[config.mk]
export PLATFORM = sky130hd
export DESIGN_NAME = pulse_replay_adder
export DESIGN_NICKNAME = d
export VERILOG_FILES = /design/src/rtl/pra_pkg.sv /design/src/rtl/pra_gate.sv /design/src/rtl/pra_phase.sv /design/src/rtl/pra_hold_bank.sv /design/src/rtl/pra_prefix_core.sv /design/src/rtl/pulse_replay_adder.sv
export SDC_FILE = /design/constraint.sdc
export NUM_CORES = 1
export LEC_CHECK = 0
export CORE_AREA = 3 3 47 49
export DETAILED_ROUTE_END_ITERATION = 8
export DIE_AREA = 0 0 50 52
export HOLD_SLACK_MARGIN = 0.06
export PLACE_DENSITY = 0.67
export SLEW_MARGIN = 20
export SYNTH_ARGS = -nofsm -noshare
export SYNTH_HDL_FRONTEND = slang
export SYNTH_SLANG_ARGS = --single-unit
[constraint.sdc]
create_clock -name clk -period 1 [get_ports clk]
set_input_delay 0.15 -clock clk [delete_from_list [all_inputs] [get_ports clk]]
set_output_delay 0.15 -clock clk [all_outputs]
set_load 0.01 [all_outputs]
[src/rtl/pra_pkg.sv]
package pra_pkg;

  // Function of one registered two-input gate.
  typedef enum logic [1:0] {
    GATE_AND = 2'd0,
    GATE_OR  = 2'd1,
    GATE_XOR = 2'd2
  } gate_op_e;

  // Upper bound on register stages from hold bank to outputs.
  function automatic int depth_bound(input int width);
    return 2 + 2 * $clog2(width + 1);
  endfunction

endpackage

[src/rtl/pra_gate.sv]
module pra_gate
  import pra_pkg::*;
#(
  parameter gate_op_e OP = GATE_AND
) (
  input  logic clk,
  input  logic rst_n,
  input  logic in_a,
  input  logic in_b,
  output logic q
);

  logic q_d;

  // Next-state logic: the gate function itself.
  always_comb begin
    unique case (OP)
      GATE_AND: q_d = in_a & in_b;
      GATE_OR:  q_d = in_a | in_b;
      GATE_XOR: q_d = in_a ^ in_b;
      default:  q_d = 1'b0;
    endcase
  end

  // Every gate is its own pipeline stage.
  always_ff @(posedge clk or negedge rst_n) begin
    if (!rst_n) q <= 1'b0;
    else        q <= q_d;
  end

endmodule

[src/rtl/pra_phase.sv]
module pra_phase #(
  parameter int MACRO_LEN = 6
) (
  input  logic clk,
  input  logic rst_n,
  output logic load_o,
  output logic valid_o
);

  localparam int CW = (MACRO_LEN > 1) ? $clog2(MACRO_LEN) : 1;
  localparam logic [CW-1:0] LAST = CW'(MACRO_LEN - 1);

  logic [CW-1:0] cnt_q, cnt_d;
  logic          seen_q, seen_d;    // at least one capture done
  logic          armed_q, armed_d;  // a full period of settled data exists

  always_comb begin
    load_o  = (cnt_q == LAST);
    cnt_d   = load_o ? '0 : cnt_q + CW'(1);
    seen_d  = seen_q | load_o;
    armed_d = armed_q | (load_o & seen_q);
  end

  always_ff @(posedge clk or negedge rst_n) begin
    if (!rst_n) begin
      cnt_q   <= '0;
      seen_q  <= 1'b0;
      armed_q <= 1'b0;
    end else begin
      cnt_q   <= cnt_d;
      seen_q  <= seen_d;
      armed_q <= armed_d;
    end
  end

  assign valid_o = armed_q && (cnt_q == '0);

endmodule

[src/rtl/pra_hold_bank.sv]
module pra_hold_bank #(
  parameter int BITS = 5
) (
  input  logic            clk,
  input  logic            rst_n,
  input  logic            load,
  input  logic [BITS-1:0] d,
  output logic [BITS-1:0] q
);

  logic [BITS-1:0] q_d;

  // Load path is gated off outside the capture cycle; reading never clears.
  always_comb begin
    q_d = load ? d : q;
  end

  always_ff @(posedge clk or negedge rst_n) begin
    if (!rst_n) q <= '0;
    else        q <= q_d;
  end

endmodule

[src/rtl/pra_prefix_core.sv]
module pra_prefix_core
  import pra_pkg::*;
#(
  parameter int WIDTH = 2
) (
  input  logic             clk,
  input  logic             rst_n,
  input  logic [WIDTH-1:0] op_a,
  input  logic [WIDTH-1:0] op_b,
  input  logic             cin,
  output logic [WIDTH-1:0] sum,
  output logic             cout
);

  // Node 0 carries cin, node i+1 carries bit i.
  localparam int NODES  = WIDTH + 1;
  localparam int STAGES = $clog2(NODES);

  logic [WIDTH-1:0]             gen1;
  logic [WIDTH-1:0]             prop1;
  logic [STAGES:0][NODES-1:0]   grp;

  // Level one: per-bit generate and propagate gates.
  for (genvar i = 0; i < WIDTH; i++) begin : g_bit
    pra_gate #(.OP(GATE_AND)) u_gen (
      .clk(clk), .rst_n(rst_n), .in_a(op_a[i]), .in_b(op_b[i]), .q(gen1[i])
    );
    pra_gate #(.OP(GATE_XOR)) u_prop (
      .clk(clk), .rst_n(rst_n), .in_a(op_a[i]), .in_b(op_b[i]), .q(prop1[i])
    );
  end

  assign grp[0] = {gen1, cin};

  // Prefix stages at span 1, 2, 4, ...; no path equalisation anywhere.
  for (genvar s = 0; s < STAGES; s++) begin : g_stg
    localparam int D = 1 << s;
    for (genvar j = 0; j < NODES; j++) begin : g_nd
      if (j < D) begin : g_pass
        assign grp[s+1][j] = grp[s][j];
      end else begin : g_calc
        logic p_cur;
        logic t_and;
        if (s == 0) begin : g_p0
          assign p_cur = prop1[j-1];
        end else begin : g_pn
          assign p_cur = g_stg[s-1].g_nd[j].g_calc.g_pnx.p_nx;
        end

        pra_gate #(.OP(GATE_AND)) u_and (
          .clk(clk), .rst_n(rst_n), .in_a(p_cur), .in_b(grp[s][j-D]), .q(t_and)
        );
        pra_gate #(.OP(GATE_OR)) u_or (
          .clk(clk), .rst_n(rst_n), .in_a(grp[s][j]), .in_b(t_and), .q(grp[s+1][j])
        );

        // Group propagate only where a later stage still needs it.
        if (j >= 2 * D) begin : g_pnx
          logic p_far;
          logic p_nx;
          if (s == 0) begin : g_f0
            assign p_far = prop1[j-D-1];
          end else begin : g_fn
            assign p_far = g_stg[s-1].g_nd[j-D].g_calc.g_pnx.p_nx;
          end
          pra_gate #(.OP(GATE_AND)) u_pp (
            .clk(clk), .rst_n(rst_n), .in_a(p_cur), .in_b(p_far), .q(p_nx)
          );
        end
      end
    end
  end

  // Sum gates: propagate XOR incoming carry.
  for (genvar i = 0; i < WIDTH; i++) begin : g_sum
    pra_gate #(.OP(GATE_XOR)) u_sx (
      .clk(clk), .rst_n(rst_n), .in_a(prop1[i]), .in_b(grp[STAGES][i]), .q(sum[i])
    );
  end

  assign cout = grp[STAGES][WIDTH];

endmodule

[src/rtl/pulse_replay_adder.sv]
module pulse_replay_adder #(
  parameter int WIDTH     = 2,
  parameter int MACRO_LEN = 6
) (
  input  logic             clk,
  input  logic             rst_n,
  input  logic [WIDTH-1:0] a_i,
  input  logic [WIDTH-1:0] b_i,
  input  logic             cin_i,
  output logic [WIDTH-1:0] sum_o,
  output logic             cout_o,
  output logic             valid_o
);

  localparam int HB = 2 * WIDTH + 1;

  logic             load_w;
  logic [HB-1:0]    hold_q;
  logic [WIDTH-1:0] hold_a;
  logic [WIDTH-1:0] hold_b;
  logic             hold_c;

  pra_phase #(.MACRO_LEN(MACRO_LEN)) u_phase (
    .clk    (clk),
    .rst_n  (rst_n),
    .load_o (load_w),
    .valid_o(valid_o)
  );

  pra_hold_bank #(.BITS(HB)) u_hold (
    .clk  (clk),
    .rst_n(rst_n),
    .load (load_w),
    .d    ({a_i, b_i, cin_i}),
    .q    (hold_q)
  );

  assign {hold_a, hold_b, hold_c} = hold_q;

  pra_prefix_core #(.WIDTH(WIDTH)) u_core (
    .clk  (clk),
    .rst_n(rst_n),
    .op_a (hold_a),
    .op_b (hold_b),
    .cin  (hold_c),
    .sum  (sum_o),
    .cout (cout_o)
  );

endmodule

==> flow_metrics.tcl, run 1 <==
set metrics [dict create \
    insertion_delay_ns 0.29 \
    path_max_fanout 2 \
    place_inst 91 \
    rows 16 \
    max_freq_mhz 782 \
    start_util_pct 42.6 \
    rsz0062_at_grt "yes" \
    finClkSkew_ns 0.00326 \
    firstDrtPassIters 2 \
    min_path_type "input port to async pin" \
    synth_area_per_cell_um2 15.9 \
    layout_min_cycle_time_ns 1.28 \
    clockBufferDepth 2 \
    finish.instance_area_mm2 0.00102 \
    grt_pass1_vias 392 \
    area_growth_pct 26.1 \
    drive_gt1_share_pct 36.2 \
    ioPinCount 11 \
    outcome "finished, violations left" \
    synthesis.area_um2 810 \
    r2r-start "u_phase.cnt_q[1]$_DFF_PN0_" \
    antenna_cells 0 \
    cp-startpoint "u_phase.cnt_q[2]$_DFF_PN0_" \
    grt_usage_pct 9.41 \
    p_per_area_mw_per_mm2 1500 \
    yosysTopAreaCell "dfrtp_1" \
    place_area_um2 985 \
    critPathRequiredTime_ns 0.85 \
    leakagePower_uw 0.000484 \
    antenna_found_initial 0 \
    finalCritPeriodShare_pct 128 \
    synthMostInstantiatedCell "dfrtp_1" \
    crit_type "register to output port" \
    setup_viol 7 \
    grt_pass1_wl_um 1770 \
    slew_headroom_pct 87.6 \
    overflow 0 \
    synth_flop_cell "dfrtp_1" \
    r2r_cells 3 \
    tns_ns -1.14 \
    hold_violations 0 \
    worstMarginPinSlew_ns 0.185 \
    fin_nets 80 \
    rrSetupSlack_ns -0.18 \
    grt_max_degree 24 \
    synth_edf_count 0 \
    cts_root_buf "clkbuf_4" \
    drt_wl_total_um 1040 \
    routedWlPerCell_um 10.8 \
    final_antenna_net_count 0 \
    die_w_um 50 \
    clock_sinks 23 \
    drt_iter0_markers 2 \
    max_cap_viol_count 0 \
    utilization_pct 53.7 \
    ctsHoldBuffers 0 \
    cts_buffers 3 \
    die_area_mm2 0.00260 \
    setup_ws_ns -0.278 \
    htreeDepth 1 \
    vias_per_cell 4.40 \
    yosys-top-cells-count "dfrtp_1 (23), mux2_2 (5)" \
    yosys.area.top_type_share_pct 71.1 \
    fillers 159 \
    final_cell_count_no_fill 96 \
    yosysWarnings 0 \
    port_buffers 10 \
    drv_slew 0 \
    ys_seq_elements 23 \
    peakVddDrop_uv 799 \
    synthCells 51 \
    remaining_drc_errors 0 \
    arrival_ns 1.13 \
    core-area_mm2 0.00190 \
    syn_nets 61 \
    violations "negative setup slack" \
    hpwlAfterDp_um 710 \
    cts_tree "done" \
    synth_cell_types 16 \
    synth.top_cells.by_area "dfrtp_1 (71%), mux2_2 (7.0%), ha_1 (4.6%)" \
    vias 422 \
    worst_setup_path_start_kind "register" \
    timing.hold.ws_ns 0.179 \
    dieHeight_um 52 \
    end_kind "output port" \
    place_congestion 0.668 \
    path_clk_slew_ns 0.12 \
    yosysSeqAreaShare_pct 71.1 \
    async_flop_share_pct 100 \
]
-- path summary, 6_finish.rpt --
| check | endpoint |
|---|---|
| max | valid_o |
| min | u_core.g_stg[1].g_nd[2].g_calc.u_and.q$_DFF_PN0_ |
| max reg2reg | u_hold.q[3]$_DFFE_PN0N_ |
| min reg2reg | u_core.g_sum[1].u_sx.q$_DFF_PN0_ |
| max in group asynchronous | u_core.g_sum[0].u_sx.q$_DFF_PN0_ |
| min in group clk | u_core.g_sum[1].u_sx.q$_DFF_PN0_ |
-- sequential cells by signal, summed over array words and instances, names as in the netlist --
| name | cells |
|---|---|
| u_core.g_bit.u_gen.q | 2 |
| u_core.g_bit.u_prop.q | 2 |
| u_core.g_stg.g_nd.g_calc.g_pnx.u_pp.q | 1 |
| u_phase.armed_q | 1 |
| u_core.g_stg.g_nd.g_calc.u_or.q | 3 |
| u_phase.cnt_q | 3 |
| u_phase.seen_q | 1 |
| u_core.g_stg.g_nd.g_calc.u_and.q | 3 |
| u_core.g_sum.u_sx.q | 2 |
| u_hold.q | 5 |
-- final cells by class --
type	count	area (um^2)	share of cell area [%]
clock buffers	4	26.3	2.57
inverters	3	11.3	1.10
multi-input cells	23	225	22.1
flip-flops and latches	23	576	56.4
well taps	27	33.8	3.31
repair buffers	16	149	14.6
-- routing by layer --
layer  share of wire [%]  wire, um  up-vias  global-route usage (%)
li1                    -         -      202                       -
met1                  47       487      210                    11.2
met2                  46       475        8                    15.0
met3                 5.7        59        2                    2.87
met4                 1.4        14        0                    5.53
met5                   0         0        -                       0
-- cell families (layout without fill, tap and decap cells) --
kind of cell,count (synthesis),in the layout,synth area share [%]
flip-flops,23,23,71.1
AND/OR/NAND/NOR,11,11,10.5
multiplexers,5,5,6.95
buffers and inverters,5,23,3.25
adder cells (fa/ha/maj),3,3,4.64
AO/OA/AOI/OAI,3,3,2.47
XOR/XNOR,1,1,1.08
-- repair_timing --
item	CTS	global route
pin swaps	0	2
buffers inserted	0	1
cloned	0	0
gates resized for setup	17	5
setup endpoints to repair	11	9
-- layout by cell type (no fill, tap or decap) --
cell type and instances:
a21o_1 1, and2_1 3, buf_12 1, buf_2 4, buf_4 2, buf_6 3, clkbuf_1 1, clkbuf_4 3
clkdlybuf4s50_1 6, dfrtp_1 23, ha_1 3, inv_1 3, mux2_2 4, mux2_4 1, nand2_2 1, nand3b_1 1
nand3b_4 1, nor3b_2 1, nor4b_2 1, o21ai_0 1, o21bai_1 1, or2_2 3, xor2_1 1
-- through the flow --
stage	setup WS, ns	power (uW)
after global routing	-0.326	1610
after detailed placement	-0.358	1170
after floorplan	-0.0167	1090
after CTS	-0.294	1550
final	-0.278	1530
after global placement	-0.338	1160
-- power by group --
part	switching, uW	leakage [uW]	internal [uW]
Combinational	48.9	0.000194	68.5
Sequential	20.6	0.000275	989
Clock	249	0.0000150	155
-- critical path, stage by stage (launching register included) --
cell and delay [ns]:
dfrtp_1 0.41, nor4b_2 0.26, buf_2 0.17
Power figures use the tool's default switching activity.
==> run 2, diff against run 1 <==
Settings changed: CORE_AREA 3 3 47 49 to 3 3 46 48, CTS_BUF_LIST from default to sky130_fd_sc_hd__clkbuf_2, DIE_AREA 0 0 50 52 to 0 0 49 51, PLACE_DENSITY 0.67 to 0.7.
==> flow_metrics.tcl, run 2 (same netlist as run 1, synthesis figures left out) <==
set metrics [dict create \
    path_cells "nor4b_2, buf_2" \
    antenna_cells 0 \
    cts_tree "done" \
    ioPinCount 11 \
    r2r-start "u_phase.cnt_q[1]$_DFF_PN0_" \
    finClkSkew_ns 0.00282 \
    clockBufferDepth 2 \
    leakagePower_uw 0.000485 \
    drt_wl_total_um 1010 \
    overflow 0 \
    rows 15 \
    area_growth_pct 25.0 \
    drv_slew 0 \
    htreeDepth 1 \
    regMostFlops "u_hold.q" \
    slew_headroom_pct 87.0 \
    final_antenna_net_count 0 \
    power.total_uw 1480 \
    setup_viol 7 \
    setup_ws_ns -0.308 \
    finish.instance_area_mm2 0.00101 \
    grt_max_degree 24 \
    dieHeight_um 51 \
    drive_gt1_share_pct 37.7 \
    vias 416 \
    worstMarginPinSlew_ns 0.194 \
    insertion_delay_ns 0.30 \
    rsz0062_at_grt "yes" \
    start_util_pct 46.4 \
    cp_slowest_cell "dfrtp_1" \
    outcome "finished, violations left" \
    die_w_um 49 \
    fin_nets 80 \
    violations "negative setup slack" \
    path_max_fanout 2 \
    layout_common_cells "dfrtp_1 (23), clkdlybuf4s50_1 (6), mux2_2 (4), clkbuf_2 (4), buf_2 (4)" \
    max_cap_viol_count 0 \
    port_buffers 10 \
    cp-startpoint "u_phase.cnt_q[2]$_DFF_PN0_" \
    utilization_pct 58.0 \
    grt_usage_pct 9.90 \
    core-area_mm2 0.00175 \
    path_clk_slew_ns 0.19 \
    finalCritPeriodShare_pct 131 \
    tns_ns -1.17 \
    slowest_delay_ns 0.43 \
    drt_iter0_markers 4 \
    critPathTopFamily "flip-flops" \
    place_area_um2 982 \
    hold_violations 0 \
    arrival_ns 1.16 \
    layout_min_cycle_time_ns 1.31 \
    crit_buf_inv 1 \
    die_area_mm2 0.00250 \
    worst_setup_path_start_kind "register" \
    place_congestion 0.638 \
    max_freq_mhz 765 \
    clock_sinks 23 \
    crit_type "register to output port" \
    routedWlPerCell_um 10.8 \
    final_common_cell "dfrtp_1" \
    min_path_type "input port to async pin" \
    largest_reg_flops 5 \
    grt_pass1_vias 454 \
    p_per_area_mw_per_mm2 1460 \
    vias_per_cell 4.43 \
    cts_buffers 3 \
    antenna_found_initial 0 \
    critPathRequiredTime_ns 0.85 \
    firstDrtPassIters 4 \
    peakVddDrop_uv 884 \
    cts_root_buf "clkbuf_2" \
    grt_pass1_wl_um 1890 \
    remaining_drc_errors 0 \
    end_kind "output port" \
]
run 2: where the power goes:
| group | switching [uW] | internal, uW | leakage (uW) |
|---|---|---|---|
| logic | 49.1 | 69.1 | 0.000194 |
| registers | 20.2 | 990 | 0.000275 |
| clock network | 248 | 106 | 0.0000166 |
| total | 317 | 1160 | 0.000485 |
run 2: stage by stage:
step | hold slack [ns] | instances | worst slack (ns)
6_report | 0.150 | 94 | -0.308
5_1_grt | 0.118 | 94 | -0.409
4_1_cts | 0.149 | 94 | -0.329
3_5_place_dp | 0.417 | 89 | -0.391
3_3_place_gp | 0.416 | 89 | -0.338
2_1_floorplan | -0.146 | 51 | -0.0167
run 2: final cells by class:
cell class              count  area (um^2)
well taps                  25         31.3
multi-input cells          23          225
inverters                   3         11.3
repair buffers             16          149
fillers                   152          733
clock buffers               4         20.0
flip-flops and latches     23          576
run 2: worst paths after layout:
check	endpoint	slack, ns	cells past startpoint
min in group clk	u_hold.q[2]$_DFFE_PN0N_	0.44	2
worst min-delay path	u_core.g_sum[1].u_sx.q$_DFF_PN0_	0.15	2
max in group asynchronous	u_hold.q[4]$_DFFE_PN0N_	0.72	2
worst min register to register	u_core.g_sum[1].u_sx.q$_DFF_PN0_	0.45	1
worst max register to register	u_hold.q[1]$_DFFE_PN0N_	-0.18	3
worst max-delay path	valid_o	-0.31	2
run 2: layer usage:
metal  vias to the layer above  GRT usage (%)  part of all wire [%]
li1                        202              -                     -
met4                         0           2.84                     0
met3                         0           3.21                   6.4
met1                       203           12.2                    45
met2                        11           16.7                    49
met5                         -              0                     0
run 2: timing repair:
action / in CTS / in global routing
setup buffers: 2 / 3
setup endpoints to repair: 11 / 12
hold buffers: 0 / 0
gates resized for setup: 20 / 3
pin swaps: 4 / 2
==> run 3, diff against run 2 <==
Settings changed: CORE_AREA 3 3 46 48 to 3 3 61 63, CTS_BUF_LIST sky130_fd_sc_hd__clkbuf_2 to sky130_fd_sc_hd__clkbuf_16, DIE_AREA 0 0 49 51 to 0 0 64 66, PLACE_DENSITY 0.7 to 0.43.
==> flow_metrics.tcl, run 3 (same netlist as run 1, synthesis figures left out) <==
set metrics [dict create \
    outcome "finished, violations left" \
    violations "negative setup slack" \
    grt_pass1_wl_um 1810 \
    drive_gt1_share_pct 33.8 \
    cp-startpoint "u_phase.cnt_q[1]$_DFF_PN0_" \
    die_area_mm2 0.00422 \
    drt_wl_total_um 1080 \
    critPathRequiredTime_ns 0.85 \
    dieHeight_um 66 \
    antenna_found_initial 0 \
    ioPinCount 11 \
    grt_usage_pct 6.04 \
    switching_share_pct 19.9 \
    layout_min_cycle_time_ns 1.21 \
    insertion_delay_ns 0.25 \
    p_per_area_mw_per_mm2 1860 \
    rrSetupSlack_ns -0.14 \
    r2r_cells 3 \
    place_area_mm2 0.00101 \
    antenna_cells 0 \
    worst_setup_path_start_kind "register" \
    drt_iter0_markers 8 \
    regMostFlops "u_hold.q" \
    leakagePower_uw 0.000491 \
    seqPwrFrac_pct 50.6 \
    r2r-start "u_phase.cnt_q[1]$_DFF_PN0_" \
    path_max_fanout 2 \
    cts_tree "done" \
    die_w_um 64 \
    worstMarginPinSlew_ns 0.180 \
    crit_end "valid_o" \
    crit_type "register to output port" \
    pwr-share-comb_pct 5.9 \
    grt_pass1_vias 400 \
    largest_reg_flops 5 \
    power.total_uw 2000 \
    max_cap_viol_count 0 \
    port_buffers 10 \
    finish.instance_area_mm2 0.00107 \
    cts_buffers 3 \
    internal-power_uw 1600 \
    tns_ns -0.946 \
    final_cell_count_no_fill 114 \
    arrival_ns 1.06 \
    htreeDepth 1 \
    cts_root_buf "clkbuf_16" \
    finalCritPeriodShare_pct 121 \
    rows 21 \
    setup_ws_ns -0.210 \
    grt_max_degree 24 \
    clockBufferDepth 2 \
    remaining_drc_errors 0 \
    layout_common_cells "dfrtp_1 (23), clkdlybuf4s50_1 (6), mux2_2 (5)" \
    start_util_pct 24.6 \
    worstReg2RegEnd "u_hold.q[4]$_DFFE_PN0N_" \
    max_freq_mhz 826 \
    path_clk_slew_ns 0.06 \
    finClkSkew_ns 0.00468 \
    vias 424 \
    ctsHoldBuffers 0 \
    rsz0062_at_grt "yes" \
    min_path_type "input port to async pin" \
    overflow 0 \
    firstDrtPassIters 2 \
    routedWlPerCell_um 9.47 \
    clock_power_share_pct 43.5 \
    place_inst 110 \
    end_kind "output port" \
    place_congestion 0.667 \
    setup_viol 7 \
    hold_violations 0 \
    area_growth_pct 32.8 \
    core-area_mm2 0.00328 \
    clock_sinks 23 \
    place_ws_ns -0.364 \
    slew_headroom_pct 88.0 \
    drv_slew 0 \
    final_common_cell "dfrtp_1" \
    final_antenna_net_count 0 \
    vias_per_cell 3.72 \
    peakVddDrop_uv 611 \
    p_sw_uw 398 \
    fin_nets 79 \
]
run 3: cell types whose count changed in the layout (fill, tap and decap cells not counted), moves of 2 or more:
| cell | change |
|---|---|
| buf_6 | -2 |
| clkbuf_2 | -2 |
| buf_2 | -2 |
| clkbuf_16 | +3 |
run 3: what timing repair did:
action,CTS,global route
endpoints found under the setup margin,11,11
resized for setup,12,3
buffers inserted,0,0
run 3: cell type report:
cell class                      instances  area, um^2
Fill cell                             335        2210
Sequential cell                        23         576
Multi-Input combinational cell         23         214
Timing Repair Buffer                   15         134
Clock buffer                            3        75.1
Tap cell                               46        57.6
Inverter                                3        11.3
Clock inverter                          1        7.51
run 3: power by group through the flow:
stage          registers (uW)  logic, uW  clock network (uW)
2_1_floorplan            1030       63.3                   0
3_3_place_gp             1030        139                   0
3_5_place_dp             1030        141                   0
4_1_cts                  1010        133                 889
5_1_grt                  1020        131                 935
6_report                 1010        119                 868
run 3: layer usage:
layer / wire length (um) / up-vias / GRT usage (%) / share of wire, %
met3: 74 / 2 / 3.23 / 6.9
met2: 463 / 12 / 9.42 / 43
met4: 25 / 0 / 4.04 / 2.3
li1: - / 202 / - / -
met5: 0 / - / 0 / 0
met1: 516 / 208 / 6.27 / 48
run 3: worst min-delay path by stage:
stage	cells after the start	startpoint	endpoint
after global routing	2	rst_n	u_core.g_stg[1].g_nd[2].g_calc.u_or.q$_DFF_PN0_
final	2	rst_n	u_core.g_stg[1].g_nd[2].g_calc.u_and.q$_DFF_PN0_
after global placement	1	u_core.g_bit[1].u_gen.q$_DFF_PN0_	u_core.g_stg[0].g_nd[2].g_calc.u_or.q$_DFF_PN0_
after CTS	2	rst_n	u_core.g_stg[1].g_nd[2].g_calc.u_and.q$_DFF_PN0_
after floorplan	0	rst_n	u_core.g_bit[0].u_gen.q$_DFF_PN0_
after detailed placement	1	u_core.g_stg[0].g_nd[1].g_calc.u_and.q$_DFF_PN0_	u_core.g_stg[0].g_nd[1].g_calc.u_or.q$_DFF_PN0_
run 3: through the flow:
step / utilization [%] / hold WS [ns]
after global placement: 30.7 / 0.415
after global routing: 32.7 / 0.246
final: 32.7 / 0.236
after CTS: 33.2 / 0.242
after floorplan: - / -0.146
after detailed placement: 30.7 / 0.415
run 3: critical path: stages (launching register included):
cell     delay, ns
dfrtp_1       0.39
nor4b_2       0.26
buf_2         0.16
